File: config.mk
export PLATFORM = sky130hd
export DESIGN_NAME = align_access_unit
export DESIGN_NICKNAME = d
export VERILOG_FILES = /design/src/rtl/align_pkg.sv /design/src/rtl/align_split.sv /design/src/rtl/align_merge.sv /design/src/rtl/align_access_unit.sv
export SDC_FILE = /design/constraint.sdc
export NUM_CORES = 1
export LEC_CHECK = 0
export ABC_AREA = 1
export ABC_CLOCK_PERIOD_IN_PS = 2120
export BUFFER_PORTS_ARGS = -buffer_cell sky130_fd_sc_hd__buf_2
export CAP_MARGIN = 25
export CORE_ASPECT_RATIO = 1.25
export CORE_MARGIN = 1
export CORE_UTILIZATION = 30
export DETAILED_ROUTE_END_ITERATION = 8
export PLACE_DENSITY_LB_ADDON = 0.05
export SYNTH_ARGS = -nofsm -noshare
export SYNTH_HDL_FRONTEND = slang
export SYNTH_SLANG_ARGS = --single-unit
File: constraint.sdc
create_clock -name clk_i -period 2.12 [get_ports clk_i]
set_input_delay 0.212 -clock clk_i [delete_from_list [all_inputs] [get_ports clk_i]]
set_output_delay 0.212 -clock clk_i [all_outputs]
set_load 0.1 [all_outputs]
File: src/rtl/align_pkg.sv
package align_pkg;
  localparam int WORD_BYTES = 4;
  localparam int MAX_BYTES  = 8;
  localparam int MAX_BEATS  = 3;
  localparam int SPAN_BYTES = MAX_BEATS * WORD_BYTES;
  localparam int WORD_W     = WORD_BYTES * 8;
  localparam int DATA_W     = MAX_BYTES * 8;
  localparam int SPAN_W     = SPAN_BYTES * 8;

  typedef enum logic [1:0] {
    SZ_B = 2'd0,
    SZ_H = 2'd1,
    SZ_W = 2'd2,
    SZ_D = 2'd3
  } acc_size_e;

  typedef enum logic [2:0] {
    ST_IDLE, ST_ISSUE, ST_WAIT, ST_DONE, ST_ERR
  } unit_state_e;

  function automatic logic [3:0] size_bytes(acc_size_e s);
    return 4'd1 << s;
  endfunction
endpackage

File: src/rtl/align_split.sv
module align_split
  import align_pkg::*;
(
  input  logic [2:0]            addr_lo_i,
  input  acc_size_e             size_i,
  output logic                  misaligned_o,
  output logic [1:0]            n_beats_o,
  output logic [SPAN_BYTES-1:0] span_be_o
);
  logic [3:0] nbytes;
  logic [2:0] amask;
  logic [3:0] last_pos;

  always_comb begin
    nbytes       = size_bytes(size_i);
    amask        = 3'(nbytes - 4'd1);
    misaligned_o = |(addr_lo_i & amask);
    last_pos     = {2'b00, addr_lo_i[1:0]} + nbytes - 4'd1;
    n_beats_o    = last_pos[3:2] + 2'd1;
    span_be_o    = ((SPAN_BYTES'(1) << nbytes) - SPAN_BYTES'(1)) << addr_lo_i[1:0];
  end
endmodule

File: src/rtl/align_merge.sv
module align_merge
  import align_pkg::*;
(
  input  logic              clk_i,
  input  logic              rst_ni,
  input  logic              cap_en_i,
  input  logic [1:0]        cap_idx_i,
  input  logic [WORD_W-1:0] word_i,
  input  logic [1:0]        off_i,
  input  acc_size_e         size_i,
  output logic [DATA_W-1:0] data_o
);
  logic [SPAN_W-1:0] span_q;
  logic [SPAN_W-1:0] shifted;
  logic [DATA_W-1:0] keep;

  for (genvar g = 0; g < MAX_BEATS; g++) begin : g_slot
    always_ff @(posedge clk_i or negedge rst_ni) begin
      if (!rst_ni)                           span_q[g*WORD_W +: WORD_W] <= '0;
      else if (cap_en_i && cap_idx_i == 2'(g)) span_q[g*WORD_W +: WORD_W] <= word_i;
    end
  end

  always_comb begin
    shifted = span_q >> {off_i, 3'b000};
    unique case (size_i)
      SZ_B:    keep = DATA_W'(64'hFF);
      SZ_H:    keep = DATA_W'(64'hFFFF);
      SZ_W:    keep = DATA_W'(64'hFFFF_FFFF);
      default: keep = '1;
    endcase
    data_o = shifted[DATA_W-1:0] & keep;
  end
endmodule

File: src/rtl/align_access_unit.sv
module align_access_unit
  import align_pkg::*;
#(
  parameter int AW = 16
) (
  input  logic              clk_i,
  input  logic              rst_ni,
  input  logic              req_valid_i,
  output logic              req_ready_o,
  input  logic              req_we_i,
  input  logic [1:0]        req_size_i,
  input  logic [AW-1:0]     req_addr_i,
  input  logic [63:0]       req_wdata_i,
  input  logic              strict_i,
  output logic              done_o,
  output logic              err_o,
  output logic [63:0]       rdata_o,
  output logic              mem_req_o,
  output logic              mem_we_o,
  output logic [AW-1:0]     mem_addr_o,
  output logic [3:0]        mem_be_o,
  output logic [31:0]       mem_wdata_o,
  input  logic [31:0]       mem_rdata_i
);
  localparam int WAW = AW - 2;

  unit_state_e           state_q;
  acc_size_e             size_q;
  logic                  we_q;
  logic [WAW-1:0]        wbase_q;
  logic [1:0]            off_q;
  logic [DATA_W-1:0]     wdata_q;
  logic [1:0]            beat_q, nbeat_q;
  logic [SPAN_BYTES-1:0] span_be_q;
  logic                  cap_en_q;
  logic [1:0]            cap_idx_q;

  logic                  mis;
  logic [1:0]            n_beats;
  logic [SPAN_BYTES-1:0] span_be;
  logic                  accept;
  logic [SPAN_W-1:0]     wd_span;
  logic [DATA_W-1:0]     merged;

  align_split u_split (
    .addr_lo_i   (req_addr_i[2:0]),
    .size_i      (acc_size_e'(req_size_i)),
    .misaligned_o(mis),
    .n_beats_o   (n_beats),
    .span_be_o   (span_be)
  );

  align_merge u_merge (
    .clk_i    (clk_i),
    .rst_ni   (rst_ni),
    .cap_en_i (cap_en_q),
    .cap_idx_i(cap_idx_q),
    .word_i   (mem_rdata_i),
    .off_i    (off_q),
    .size_i   (size_q),
    .data_o   (merged)
  );

  assign req_ready_o = (state_q == ST_IDLE);
  assign accept      = req_valid_i && req_ready_o;

  always_ff @(posedge clk_i or negedge rst_ni) begin
    if (!rst_ni) begin
      state_q   <= ST_IDLE;
      size_q    <= SZ_B;
      we_q      <= 1'b0;
      wbase_q   <= '0;
      off_q     <= '0;
      wdata_q   <= '0;
      beat_q    <= '0;
      nbeat_q   <= 2'd1;
      span_be_q <= '0;
      cap_en_q  <= 1'b0;
      cap_idx_q <= '0;
    end else begin
      cap_en_q  <= (state_q == ST_ISSUE) && !we_q;
      cap_idx_q <= beat_q;
      unique case (state_q)
        ST_IDLE: if (accept) begin
          size_q    <= acc_size_e'(req_size_i);
          we_q      <= req_we_i;
          wbase_q   <= req_addr_i[AW-1:2];
          off_q     <= req_addr_i[1:0];
          wdata_q   <= req_wdata_i;
          beat_q    <= '0;
          nbeat_q   <= n_beats;
          span_be_q <= span_be;
          state_q   <= (strict_i && mis) ? ST_ERR : ST_ISSUE;
        end
        ST_ISSUE: begin
          beat_q <= beat_q + 2'd1;
          if (beat_q == nbeat_q - 2'd1) state_q <= ST_WAIT;
        end
        ST_WAIT: state_q <= ST_DONE; // last read word lands in merge buffer
        default: state_q <= ST_IDLE;
      endcase
    end
  end

  always_comb begin
    wd_span     = {{(SPAN_W-DATA_W){1'b0}}, wdata_q} << {off_q, 3'b000};
    mem_req_o   = (state_q == ST_ISSUE);
    mem_we_o    = mem_req_o && we_q;
    mem_addr_o  = {wbase_q + WAW'(beat_q), 2'b00};
    mem_be_o    = mem_req_o ? span_be_q[{beat_q, 2'b00} +: 4] : 4'b0;
    mem_wdata_o = wd_span[{beat_q, 5'b00000} +: WORD_W];
    done_o      = (state_q == ST_DONE) || (state_q == ST_ERR);
    err_o       = (state_q == ST_ERR);
    rdata_o     = (state_q == ST_DONE && !we_q) ? merged : '0;
  end

  assert_err_follows_accept_R2: assert property (@(posedge clk_i) disable iff (!rst_ni)
    err_o |-> $past(req_valid_i && req_ready_o));
  assert_err_no_access_R2: assert property (@(posedge clk_i) disable iff (!rst_ni)
    err_o |-> !mem_req_o && done_o);
  assert_addr_ascending_R3: assert property (@(posedge clk_i) disable iff (!rst_ni)
    mem_req_o && $past(mem_req_o) |-> mem_addr_o == $past(mem_addr_o) + AW'(4));
  assert_lanes_nonempty_R6: assert property (@(posedge clk_i) disable iff (!rst_ni)
    mem_req_o |-> mem_be_o != 4'b0);
  assert_done_single_R7: assert property (@(posedge clk_i) disable iff (!rst_ni)
    done_o |=> !done_o);
  assert_busy_blocks_R8: assert property (@(posedge clk_i) disable iff (!rst_ni)
    (mem_req_o || done_o) |-> !req_ready_o);
endmodule

Word-level counts from Yosys, hierarchy flattened --
Index checks and enable logic that the tools add are counted. Widths: inputs -> output; s select.
Cells by class: add/subtract/negate cells 8, equal/unequal tests 11, shifts and indexed selects 7, muxes and demuxes 9, bitwise operators 2, reduce and logical (&&, ||, !) cells 18
Operator list (number):
- $pmux 64 s3 | 1
- $shiftx 96x8->32 | 1
- $shl 64x5->96 | 1
- $shr 96x5->64 | 1
- $and 64x64->64 | 1
- $mux 64 | 1
- $add 14x2->14 | 1
- $shiftx 12x5->4 | 1
- $shl 1x4->12 const A | 1
- $shl 12x2->12 | 1
- $sub 12x2->12 const B | 1
- $mux 3 | 3
- $pmux 3 s3 | 1
- $logic_and 1x1->1 | 8
- $eq 3x2->1 const B | 2
- $reduce_and 2->1 | 3
- $add 2x1->2 const B | 2
- $add 2x4->4 | 1
- $eq 2x1->1 const B | 2
- $eq 2x2->1 const B | 2
- $logic_not 2->1 | 2
- $mux 4 | 1
- $ne 2x1->1 const B | 2
- $pmux 2 s2 | 1
- other kinds (14) | 14
Storage, ports and cells: flip-flop bits (word level) 201, bits of input ports 119, output and inout bits 121, logic and storage cells 69

Logic depth before layout (Yosys ltp) --
word-level depth 8, gate-level depth with buffers 10

Hierarchy --
Synthesis repeated with hierarchy kept, for this count alone.
Second synthesis, totals: cell total of the unflattened synthesis 2026, area, all modules 12741.0 um^2
Modules (own cells, without submodules):
- align_access_unit | times used 1, cells an instance 1171, area an instance 7203.2 um^2, sequential area each 2628.8 um^2
- align_merge | times used 1, cells an instance 815, area an instance 5338.9 um^2, sequential area each 2202.1 um^2
- align_split | times used 1, cells an instance 40, area an instance 198.9 um^2, sequential area each 0.0 um^2

Worst setup path after synthesis --
No wires, ideal clock.
path kind register to output, from register state_q[1], to output port mem_be_o[0], data arrival time 4.791 ns, data required time 1.908 ns, setup slack -2.883 ns, cell stages (with the launch flop) 4, cell sequence dfrtp_1 nor3_1 inv_1 a21oi_1
Between the ends: word-level cells in the longest chain between the ends 2
RTL lines:
- from (decl) | line align_access_unit.sv:27 | unit_state_e state_q;
- from (signal assigned) | line align_access_unit.sv:93 | state_q <= (strict_i && mis) ? ST_ERR : ST_ISSUE;
- $eq 3x1->1 | line align_access_unit.sv:107 | mem_req_o = (state_q == ST_ISSUE);
- via mem_req_o | line align_access_unit.sv:18 | output logic mem_req_o,
- $mux 4 | line align_access_unit.sv:110 | mem_be_o = mem_req_o ? span_be_q[{beat_q, 2'b00} +: 4] : 4'b0;
- to (decl) | line align_access_unit.sv:21 | output logic [3:0] mem_be_o,
The timed path passes the listed nets, and every way through them passes these cells.

Worst setup path after layout --
from register wbase_q[0], to output port mem_addr_o[12]
Between the ends: word-level cells in the longest chain between the ends 1
RTL lines:
- from (decl) | line align_access_unit.sv:30 | logic [WAW-1:0] wbase_q;
- from (signal assigned) | line align_access_unit.sv:87 | wbase_q <= req_addr_i[AW-1:2];
- $add 14x2->14 | line align_access_unit.sv:109 | mem_addr_o = {wbase_q + WAW'(beat_q), 2'b00};
- to (decl) | line align_access_unit.sv:20 | output logic [AW-1:0] mem_addr_o,
Every way passes these cells.

==> results.md <==
| Parameter | This run |
| --- | --- |
| Status | complete, but fails checks |
| Violations in the final reports | negative setup slack |
| Mapped Avg Cell Area | 6.77 um^2 |
| DRC errors left | 0 |
| Final setup violation count | 110 |
| Clock skew | 0.0127 ns |
| Synthesis-to-finish area growth | 77.6% |
| Antenna Diode Count | 0 |
| Relative slew slack | 56.5% |
| Data arrival time at the worst-slack endpoint | 2.24 ns |
| Flip-flop and latch count after synthesis | 193 |
| Most area-hungry cell type in the Yosys netlist | sky130_fd_sc_hd__dfrtp_1 |
| Routed via count divided by cell count | 5.01 |
| Ranking of synthesized cells by area | sky130_fd_sc_hd__dfrtp_1 (40%), sky130_fd_sc_hd__nand2_1 (21%), sky130_fd_sc_hd__o21ai_0 (9.1%) |
| Number of buffers inserted during clock tree synthesis | 17 |
| Maximum fanout encountered on the critical timing path | 3 |
| PnR worst setup slack | -0.334 ns |
| Clock-pin slew of the registers on the worst-case setup and hold paths | 0.08 ns |
| Launching instance or port of the critical path | wbase_q[0] |
| Hold WC Path Type | input port to register |
| Filler Cells Inserted | 3,661 |
| Clock latency at the later pin of the worst-skew pair | 0.46 ns |
| Wire length after detailed routing | 54.3 mm |
| Iteration-0 DRC count of the detailed router | 808 |
| Total congestion overflow | 0 |
| Endpoints failing hold | 0 |
| CTS Buffer Depth | 2 |
| Effective utilization at floorplan | 30.4% |
| CP endpoint kind | primary output |
| H-Tree Level Count | 4 |
| Yosys warning total | 0 |
| Highest layer used for signal routing | met5 |
| Total standard cell area after synthesis | 0.0119 mm^2 |
| Slew at the pin closest to its max-slew limit | 0.650 ns |
| Die width | 180 um |
| Clock sink count | 193 |
| First-pass GRT wire length | 80.6 mm |
| Die Height | 225 um |
| Routed length on met3 | 2.53 mm |
| Largest net degree at the start of global routing | 77 |
| Routability cong. | 0.890 |
| Syn Inst Count | 1,755 |
| Met1 Routed Length | 21.0 mm |
| IO Port Bufs | 237 |
| Reg-to-reg startpoint | state_q[2] |
| Critical path startpoint category | register |
| Layout cells sized above 1 | 38.9% |
| Overall global routing resource usage | 26.6% |
| Final critical-path required period | 2.45 ns |
| Sequential-to-total area share from yosys stat | 40.7% |
| Drt wl/cell | 20.6 um |
| Detailed Routing Iterations Pass 1 | 5 |
| Detail Placement HPWL | 35.4 mm |
| Area share of the largest cell type after synthesis | 40.4% |
| Type of the worst setup path | register to primary output |
| Area of the die | 0.0404 mm^2 |
| Timing-limited maximum frequency | 407 MHz |
| Vias in the first global route | 13,300 |
| Number of max-slew violations in the final report | 0 |
| Share of the clock period used by the worst path | 116% |
| Total number of nets in the final design | 2,253 |
| TritonCTS clock tree | done |
| Setup repair after global routing missed its margin | true |
| Clock Tree Root | sky130_fd_sc_hd__clkbuf_16 |
| Number of rows created at floorplan | 81 |
| Required time at the endpoint of the critical path | 1.91 ns |
| Core Box Area | 0.0391 mm^2 |
| Maxcap violations | 0 |
| Routed length on met2 | 27.7 mm |
| Via total after detailed routing | 13,200 |
| Number of different library cells in the post-synthesis netlist | 37 |
| Worst hold-check slack | 0.00632 ns |
| Hold Crit Start | req_wdata_i[40] |
| Residual antenna-violating net count after detailed routing | 0 |
| Number of antenna violations at the first check in global routing | 4 |
| Number of I/O pins | 240 |
-- final timing paths --
| kind | slack [ns] | cells past startpoint | endpoint |
|---|---|---|---|
| min reg2reg | 0.49 | 2 | u_merge.span_q[38] |
| max in group asynchronous | 1.15 | 3 | u_merge.span_q[31] |
| min | 0.006 | 3 | wdata_q[40] |
| min in group asynchronous | 0.27 | 2 | wdata_q[17] |
| max reg2reg | 0.39 | 8 | wdata_q[24] |
| max | -0.33 | 7 | mem_addr_o[12] |
-- synth_stat cells, drive strengths merged --
library cell / number
a21oi: 45
and2: 6
and3: 1
buf: 67
clkbuf: 43
conb: 1
dfrtp: 192
dfstp: 1
fa: 2
ha: 3
inv: 194
mux2i: 24
nand2: 669
nand3: 81
nand3b: 1
nand4: 1
nor2: 86
nor3: 7
o211a: 8
o211ai: 24
o21ai: 266
o21bai: 1
o22ai: 2
or2: 17
xnor2: 2
xor2: 11
-- state kept, by name, summed over array words and instances (netlist names), 3 cells and up --
name	count
wbase_q	14
u_merge.span_q	88
wdata_q	64
state_q	3
span_be_q	12
-- placed cells by master (no fill, tap or decap), drive strengths merged --
master	n
a21oi	45
and2	6
and3	1
buf	384
bufbuf	4
clkbuf	27
clkinv	7
clkinvlp	2
conb	2
dfrtp	192
dfstp	1
dlygate4sd3	64
fa	2
ha	3
inv	201
mux2i	24
nand2	670
nand3	81
nand3b	1
nand4	1
nor2	86
nor3	7
o211a	8
o211ai	24
o21ai	266
o21bai	1
o22ai	2
or2	17
xnor2	2
xor2	11
-- worst max-delay path: stages, from the launching register on --
cell                       delay (ns)
sky130_fd_sc_hd__dfrtp_1         0.42
sky130_fd_sc_hd__ha_4            0.18
sky130_fd_sc_hd__fa_2            0.36
sky130_fd_sc_hd__and3_4          0.20
sky130_fd_sc_hd__nand3b_1        0.14
sky130_fd_sc_hd__buf_6           0.14
sky130_fd_sc_hd__xor2_4          0.15
sky130_fd_sc_hd__buf_12          0.19
-- layer usage --
layer / up-vias / global-route usage [%]
met5: - / 0
met4: 8 / 15.0
met3: 123 / 4.29
met2: 412 / 47.2
met1: 6381 / 30.5
li1: 6309 / -
-- timing repair --
action / CTS / global route
endpoints found under the setup margin: 113 / 112
setup buffers: 48 / 17
hold endpoints to repair: 109 / 0
resized for setup: 441 / 197
gates cloned: 36 / 8
hold buffers: 64 / 0
pin swaps: 128 / 124
-- final cells by class --
type	count	area, um^2	area share (%)
clock inverters	15	144	0.682
multi-input cells	1260	8070	38.3
inverters	194	778	3.69
repair buffers	462	6200	29.4
repair inverters	1	16.3	0.0771
flip-flops and latches	193	4840	22.9
clock buffers	17	425	2.02
well taps	498	623	2.95
-- stage by stage --
stage          setup TNS [ns]  cell area (um^2)  setup slack (ns)  cells  util (%)
5_1_grt                -32.34             21100            -0.434   2640      53.9
4_1_cts                -26.29             20100            -0.376   2624      51.4
6_report               -24.12             21100            -0.334   2640      53.9
3_5_place_dp          -0.0830             16100           -0.0575   2444      41.2
2_1_floorplan          -16.06             12500            -0.523   1756         -
3_3_place_gp          -0.0360             16100           -0.0255   2444      41.2
-- cells by family (layout without fill, tap and decap cells) --
| family | after synthesis | count (layout) | synth area share [%] |
|---|---|---|---|
| xor gates and xnor gates | 13 | 13 | 0.958 |
| muxes | 24 | 24 | 2.02 |
| AOI/OAI and AO/OA | 346 | 346 | 15.5 |
| other | 1 | 2 | 0.0316 |
| and+or+nand+nor | 869 | 870 | 29.2 |
| buffers and inverters | 304 | 689 | 10.9 |
| DFF | 193 | 193 | 40.7 |
| adders and majority gates | 5 | 5 | 0.653 |
Power is left out: the tool's default activity adds up to more than one toggle a clock period on the data nets, which glitch-free logic cannot reach.
